==> src/rtl/fcnt_pkg.sv <==
package fcnt_pkg;
   typedef logic [3:0] bcd_t;
   localparam bcd_t BCD_MAX = 4'd9;
endpackage

==> src/rtl/fcnt_divstage.sv <==
module fcnt_divstage #(
   parameter int unsigned DIV = 10
) (
   input  logic clk,
   input  logic rst_n,
   input  logic ce_i,
   output logic ce_o
);
   if (DIV < 2) begin : g_pass
      logic unused_pass;
      assign unused_pass = clk ^ rst_n;
      assign ce_o = ce_i;
   end else begin : g_cnt
      localparam int unsigned W = $clog2(DIV);
      logic [W-1:0] cnt;
      logic         wrap;
      assign wrap = (cnt == W'(DIV - 1));
      assign ce_o = ce_i & wrap;
      always_ff @(posedge clk or negedge rst_n) begin
         if (!rst_n) begin
            cnt <= '0;
         end else if (ce_i) begin
            cnt <= wrap ? '0 : cnt + W'(1);
         end
      end
   end
endmodule

==> src/rtl/fcnt_timebase.sv <==
module fcnt_timebase #(
   parameter int unsigned DIV_A       = 10,
   parameter int unsigned DIV_B       = 100,
   parameter int unsigned DIV_C       = 5,
   parameter int unsigned GATE_SCANS  = 200,
   parameter int unsigned CYCLE_SCANS = 400
) (
   input  logic clk,
   input  logic rst_n,
   output logic scan_tick_o,
   output logic gate_o,
   output logic strobe_o,
   output logic clear_o
);
   localparam int unsigned PW = (CYCLE_SCANS < 2) ? 1 : $clog2(CYCLE_SCANS);

   logic ce_a, ce_b, ce_c;

   fcnt_divstage #(.DIV(DIV_A)) u_div_a (.clk(clk), .rst_n(rst_n), .ce_i(1'b1), .ce_o(ce_a));
   fcnt_divstage #(.DIV(DIV_B)) u_div_b (.clk(clk), .rst_n(rst_n), .ce_i(ce_a), .ce_o(ce_b));
   fcnt_divstage #(.DIV(DIV_C)) u_div_c (.clk(clk), .rst_n(rst_n), .ce_i(ce_b), .ce_o(ce_c));

   logic [PW-1:0] phase;
   logic          gate_q, strobe_q, clear_q;
   logic          last_gate_scan, last_cycle_scan;

   assign last_gate_scan  = (phase == PW'(GATE_SCANS - 1));
   assign last_cycle_scan = (phase == PW'(CYCLE_SCANS - 1));

   always_ff @(posedge clk or negedge rst_n) begin
      if (!rst_n) begin
         phase    <= '0;
         gate_q   <= 1'b1;
         strobe_q <= 1'b0;
         clear_q  <= 1'b0;
      end else begin
         strobe_q <= ce_c & last_gate_scan;
         clear_q  <= strobe_q;
         if (ce_c) begin
            phase <= last_cycle_scan ? '0 : phase + PW'(1);
            if (last_cycle_scan) begin
               gate_q <= 1'b1;
            end else if (last_gate_scan) begin
               gate_q <= 1'b0;
            end
         end
      end
   end

   assign scan_tick_o = ce_c;
   assign gate_o      = gate_q;
   assign strobe_o    = strobe_q;
   assign clear_o     = clear_q;
endmodule

==> src/rtl/fcnt_edge.sv <==
module fcnt_edge #(
   parameter int unsigned SYNC_STAGES = 2
) (
   input  logic clk,
   input  logic rst_n,
   input  logic sig_i,
   output logic rise_o
);
   logic [SYNC_STAGES:0] shreg;

   always_ff @(posedge clk or negedge rst_n) begin
      if (!rst_n) begin
         shreg <= '0;
      end else begin
         shreg <= {shreg[SYNC_STAGES-1:0], sig_i};
      end
   end

   assign rise_o = shreg[SYNC_STAGES-1] & ~shreg[SYNC_STAGES];
endmodule

==> src/rtl/fcnt_counter.sv <==
module fcnt_counter
   import fcnt_pkg::*;
#(
   parameter int unsigned NDIG   = 6,
   parameter int unsigned IN_DIV = 100
) (
   input  logic              clk,
   input  logic              rst_n,
   input  logic              clr_i,
   input  logic              cnt_en_i,
   output logic [4*NDIG-1:0] digits_o,
   output logic              ovf_o
);
   logic pulse;

   if (IN_DIV < 2) begin : g_nopre
      assign pulse = cnt_en_i;
   end else begin : g_pre
      localparam int unsigned PSW = $clog2(IN_DIV);
      logic [PSW-1:0] ps;
      logic           ps_wrap;
      assign ps_wrap = (ps == PSW'(IN_DIV - 1));
      assign pulse   = cnt_en_i & ps_wrap;
      always_ff @(posedge clk or negedge rst_n) begin
         if (!rst_n) begin
            ps <= '0;
         end else if (clr_i) begin
            ps <= '0;
         end else if (cnt_en_i) begin
            ps <= ps_wrap ? '0 : ps + PSW'(1);
         end
      end
   end

   bcd_t [NDIG-1:0] dig;
   logic [NDIG-1:0] nine;
   logic [NDIG-1:0] carry;
   logic            full;
   logic            ovf_q;

   assign full     = &nine;
   assign carry[0] = pulse & ~full;

   for (genvar g = 0; g < NDIG; g++) begin : g_dec
      assign nine[g] = (dig[g] == BCD_MAX);
      if (g < NDIG - 1) begin : g_link
         assign carry[g+1] = carry[g] & nine[g];
      end
      always_ff @(posedge clk or negedge rst_n) begin
         if (!rst_n) begin
            dig[g] <= '0;
         end else if (clr_i) begin
            dig[g] <= '0;
         end else if (carry[g]) begin
            dig[g] <= nine[g] ? '0 : dig[g] + 4'd1;
         end
      end
      assign digits_o[4*g +: 4] = dig[g];
   end

   always_ff @(posedge clk or negedge rst_n) begin
      if (!rst_n) begin
         ovf_q <= 1'b0;
      end else if (clr_i) begin
         ovf_q <= 1'b0;
      end else if (pulse & full) begin
         ovf_q <= 1'b1;
      end
   end

   assign ovf_o = ovf_q;
endmodule

==> src/rtl/fcnt_top.sv <==
module fcnt_top #(
   parameter int unsigned DIV_A       = 10,
   parameter int unsigned DIV_B       = 100,
   parameter int unsigned DIV_C       = 5,
   parameter int unsigned GATE_SCANS  = 200,
   parameter int unsigned CYCLE_SCANS = 400,
   parameter int unsigned IN_DIV      = 100,
   parameter int unsigned NDIG        = 6,
   parameter int unsigned SYNC_STAGES = 2
) (
   input  logic              clk,
   input  logic              rst_n,
   input  logic              sig_i,
   output logic [4*NDIG-1:0] digits_o,
   output logic              overflow_o,
   output logic              blank_o,
   output logic              scan_tick_o,
   output logic              gate_o,
   output logic              strobe_o
);
   if (GATE_SCANS < 1 || GATE_SCANS >= CYCLE_SCANS) begin : g_bad_window
      $error("fcnt_top: window must be shorter than the cycle and nonzero");
   end
   if (NDIG < 1) begin : g_bad_ndig
      $error("fcnt_top: NDIG must be at least 1");
   end
   if (SYNC_STAGES < 2) begin : g_bad_sync
      $error("fcnt_top: SYNC_STAGES must be at least 2");
   end
   if (DIV_A * DIV_B * DIV_C < 2) begin : g_bad_div
      $error("fcnt_top: scan period must be at least two clocks");
   end

   logic clear, rise, cnt_ovf;
   logic [4*NDIG-1:0] cnt_digits;

   fcnt_timebase #(
      .DIV_A(DIV_A), .DIV_B(DIV_B), .DIV_C(DIV_C),
      .GATE_SCANS(GATE_SCANS), .CYCLE_SCANS(CYCLE_SCANS)
   ) u_tb (
      .clk(clk), .rst_n(rst_n), .scan_tick_o(scan_tick_o),
      .gate_o(gate_o), .strobe_o(strobe_o), .clear_o(clear)
   );

   fcnt_edge #(.SYNC_STAGES(SYNC_STAGES)) u_edge (
      .clk(clk), .rst_n(rst_n), .sig_i(sig_i), .rise_o(rise)
   );

   fcnt_counter #(.NDIG(NDIG), .IN_DIV(IN_DIV)) u_cnt (
      .clk(clk), .rst_n(rst_n), .clr_i(clear),
      .cnt_en_i(rise & gate_o), .digits_o(cnt_digits), .ovf_o(cnt_ovf)
   );

   logic [4*NDIG-1:0] held_q;
   logic              ovf_q, blank_q;

   always_ff @(posedge clk or negedge rst_n) begin
      if (!rst_n) begin
         held_q  <= '0;
         ovf_q   <= 1'b0;
         blank_q <= 1'b1;
      end else if (strobe_o) begin
         held_q  <= cnt_digits;
         ovf_q   <= cnt_ovf;
         blank_q <= ~cnt_ovf & (cnt_digits == '0);
      end
   end

   assign digits_o   = held_q;
   assign overflow_o = ovf_q;
   assign blank_o    = blank_q;
endmodule

==> config.mk <==
export PLATFORM = sky130hd
export DESIGN_NAME = fcnt_top
export DESIGN_NICKNAME = d
export VERILOG_FILES = /design/src/rtl/fcnt_pkg.sv /design/src/rtl/fcnt_divstage.sv /design/src/rtl/fcnt_timebase.sv /design/src/rtl/fcnt_edge.sv /design/src/rtl/fcnt_counter.sv /design/src/rtl/fcnt_top.sv
export SDC_FILE = /design/constraint.sdc
export NUM_CORES = 1
export LEC_CHECK = 0
export CAP_MARGIN = 5
export CELL_PAD_IN_SITES_DETAIL_PLACEMENT = 0
export CELL_PAD_IN_SITES_GLOBAL_PLACEMENT = 1
export CORE_MARGIN = 2
export CORE_UTILIZATION = 40
export DETAILED_ROUTE_END_ITERATION = 6
export PLACE_DENSITY = 0.75
export SLEW_MARGIN = 20
export SYNTH_ARGS = -nofsm -noshare
export SYNTH_HDL_FRONTEND = slang
export SYNTH_SLANG_ARGS = --single-unit
export TNS_END_PERCENT = 50
==> constraint.sdc <==
create_clock -name clk -period 5.3 [get_ports clk]
set_input_delay 0.53 -clock clk [delete_from_list [all_inputs] [get_ports clk]]
set_output_delay 0.53 -clock clk [all_outputs]
set_load 0.05 [all_outputs]
==> run_results.csv <==
group,metric,value,unit
outcome,outcome,"finished clean",
yosys,synth_fa_ha_area_frac,0.06558,
cells_and_area,layout.nets,468,
placement,gp_congestion,0.8127,
worst_setup_path,crit_required,4.77,ns
worst_setup_path,r2r_setup_slack,2.77,ns
yosys,synth-xor-area-share,0.02395,
yosys,synth_compound_gate_area_share,0.09609,
worst_setup_path,path_max_fanout,9,
cells_and_area,fillCellCount,987,
yosys,syn_area_per_cell,10.78,sq um
yosys,synth-simple-area-share,0.2039,
power,ir_drop,134.3,uV
sta,max_freq,0.2900,GHz
worst_setup_path,crit_type,"reg -> out",
global_routing,grt-ovfl-total,0,
floorplanning,ios,32,
floorplanning,rows,38,
placement,dp_hpwl,5.994,mm
power,p_leak,2.291,nW
yosys,synth_edf_count,0,
sta,worst_hold_slack,0.06117,ns
floorplanning,die_w,108.7,um
worst_setup_path,crit_chain,"nand4bb_1, or4_1, inv_2, clkdlybuf4s50_1",
clocking,clk_pin_slew,0.09,ns
yosys,synth_top_family_by_area,"simple AND/OR/NAND/NOR gates",
yosys,synthArstFlopShare,1.000,
sta,max_slew_margin,0.4093,
worst_setup_path,start_kind,"flop",
yosys,synth_ff_type,"dfrtp_1",
routing,drc_errors,0,
global_routing,track_usage,0.1612,
global_routing,grt_pass1_wl,15.03,mm
floorplanning,die_y,108.7,um
clocking,cts_buffers,9,
yosys,muxShareOfSynthArea,0.08611,
routing,drt-initial-drc-count,169,
cells_and_area,antennaDiodeCount,0,
clocking,cts_tree,"yes",
sta,slew_viol_final,0,
floorplanning,core_area,10790,sq um
worst_setup_path,critPathLaunch,"u_tb.u_div_a.g_cnt.cnt[2]",
clocking,cts_setup_buffers,0,
power,power-per-cell-area,241.8,nW/um^2
yosys,synth_area,4388,sq um
worst_setup_path,timing.rr.start,"u_cnt.digits_o[1]",
sta,rsz0062_at_grt,"no",
cells_and_area,final_area,5077,sq um
clocking,clkLatencyLatePin,0.35,ns
routing,wire_per_inst,14.83,um
worst_setup_path,end_kind,"output pin",
routing,vias_per_cell,5.351,
floorplanning,dieArea,11820,sq um
yosys,synth_cells,407,
floorplanning,initial_core_util,0.4066,
yosys,yosysSeqAreaShare,0.4967,
clocking,h-tree-depth,3,
sta,finalHoldViolCount,0,
sta,min_period_over_period,0.6506,
yosys,yosysWarnings,0,
cells_and_area,synthToLayoutAreaGrowth,15.71,%
sta,clock_skew,0.008034,ns
sta,period_minus_slack,3.448,ns
clocking,root_buffer,"clkbuf_8",
worst_setup_path,max_stage_delay,0.82,ns
global_routing,antenna_found_initial,0,
global_routing,grt_pass1_vias,3119,
worst_setup_path,reg2reg_depth,7,
routing,first_pass_iters,4,
routing,vias,3141,
min_path,hold_path_class,"in -> async",
yosys,synth.distinct_cells,52,
sta,worst_slew_pin_slew,0.8780,ns
run,maxCapViolCount,0,
routing,ant_nets,0,
cells_and_area,drive_gt1_frac,0.1409,
clocking,clk_path_buf_depth,2,
cells_and_area,final_common_cell,"dfrtp_1",
sta,setup_viol,0,
clocking,cts.repair.resized,0,
worst_setup_path,cp-endpoint,"scan_tick_o",
cells_and_area,finish.utilization,0.4704,
clocking,cts.sinks,87,
placement,io_buffers,31,
placement,placed_cell_area,4847,sq um
routing,routed_wl,8.708,mm
yosys,synth_nets,433,
yosys,synth.ff_latch_count,87,
sta,setup_tns,0,ns
worst_setup_path,critPathSlowestCell,"clkdlybuf4s50_1",
worst_setup_path,crit_arrival,2.92,ns
clocking,cts_hold_buf,0,
worst_setup_path,timing.rr.end,"u_cnt.digits_o[23]",
cells_and_area,final_cell_mix,"dfrtp_1, nand2_1, mux2_2, nor2_1, clkdlybuf4s50_1",
global_routing,grt_max_degree,64,
logic make-up (layout without fill, tap and decap cells):
| family | after synthesis | after routing |
|---|---|---|
| flops | 87 | 87 |
| fa+ha+maj | 23 | 23 |
| xor+xnor | 12 | 12 |
| mux | 34 | 34 |
| buf+inv | 30 | 70 |
| simple gates | 154 | 154 |
| compound gates | 67 | 67 |
area by class of cell:
type | count | area, sq um | area share
sequential | 87 | 2180 | 0.4293
multi-input combinational | 290 | 2087 | 0.4110
timing repair buffer | 34 | 330.3 | 0.06506
tap | 140 | 175.2 | 0.03450
clock buffer | 12 | 135.1 | 0.02661
clock inverter | 4 | 95.09 | 0.01873
inverter | 20 | 75.07 | 0.01479
cell usage after synthesis, types with 5 or more instances:
| library cell | count | share of area |
|---|---|---|
| dfrtp_1 | 85 | 0.48 |
| a21oi_1 | 21 | 0.024 |
| a311oi_1 | 5 | 0.010 |
| xnor2_1 | 9 | 0.018 |
| ha_1 | 23 | 0.066 |
| o31ai_1 | 5 | 0.0086 |
| nand3_1 | 21 | 0.024 |
| nor3_1 | 11 | 0.013 |
| o21ai_0 | 17 | 0.019 |
| and3_1 | 6 | 0.0086 |
| nor2_1 | 30 | 0.026 |
| inv_1 | 19 | 0.016 |
| clkbuf_1 | 8 | 0.0068 |
| nand2_1 | 33 | 0.028 |
| nand2b_1 | 7 | 0.010 |
| mux2_2 | 30 | 0.077 |
worst min path at each step:
| stage | start | to | slack [ns] | cells past startpoint |
|---|---|---|---|---|
| 6_report | rst_n | digits_o[19] | 0.06 | 1 |
| 5_1_grt | rst_n | digits_o[19] | 0.06 | 1 |
| 4_1_cts | rst_n | digits_o[19] | 0.05 | 1 |
| 3_5_place_dp | u_edge.shreg[0] | u_edge.shreg[1] | 0.33 | 0 |
| 3_3_place_gp | u_edge.shreg[0] | u_edge.shreg[1] | 0.34 | 0 |
| 2_1_floorplan | rst_n | digits_o[0] | 0.23 | 0 |
flip-flops by register name (all words and copies together), names as in the netlist:
name and count:
u_tb.u_div_c.g_cnt.cnt 3, u_tb.strobe_o 1, u_edge.shreg 3, u_tb.phase 9
u_tb.u_div_a.g_cnt.cnt 4, u_cnt.g_pre.ps 7, u_tb.u_div_b.g_cnt.cnt 7, u_tb.gate_o 1
overflow_o 1, digits_o 24, u_tb.clear_o 1, u_cnt.digits_o 24
blank_o 1, u_cnt.ovf_o 1
power breakdown:
group	switching [mW]	total, mW	internal [mW]	leakage (nW)
clock network	0.235	0.548	0.313	0.115
logic	0.0126	0.0145	0.00187	0.989
registers	0.000615	0.665	0.664	1.19
per-layer routing:
metal | vias up | share of wire | GRT usage
li1 | 1535 | - | -
met4 | 0 | 0.015 | 0.06044
met2 | 44 | 0.47 | 0.2554
met5 | - | 0 | 0
met3 | 11 | 0.036 | 0.03766
met1 | 1551 | 0.48 | 0.2154
worst max-delay path, delay by kind of cell, from the launching register on:
kind | cells | cell delay (ns)
flops | 1 | 0.45
simple gates | 2 | 1.11
buf+inv | 2 | 1.01
per-stage QoR:
| step | worst slack, ns | std cells | power (mW) |
|---|---|---|---|
| 2_1_floorplan | 3.055 | 407 | 0.6785 |
| 3_3_place_gp | 2.247 | 571 | 0.6938 |
| 3_5_place_dp | 2.229 | 571 | 0.6940 |
| 4_1_cts | 1.831 | 587 | 1.245 |
| 5_1_grt | 1.723 | 587 | 1.275 |
| 6_report | 1.852 | 587 | 1.228 |
No activity file was read; power rests on OpenSTA's default activity.
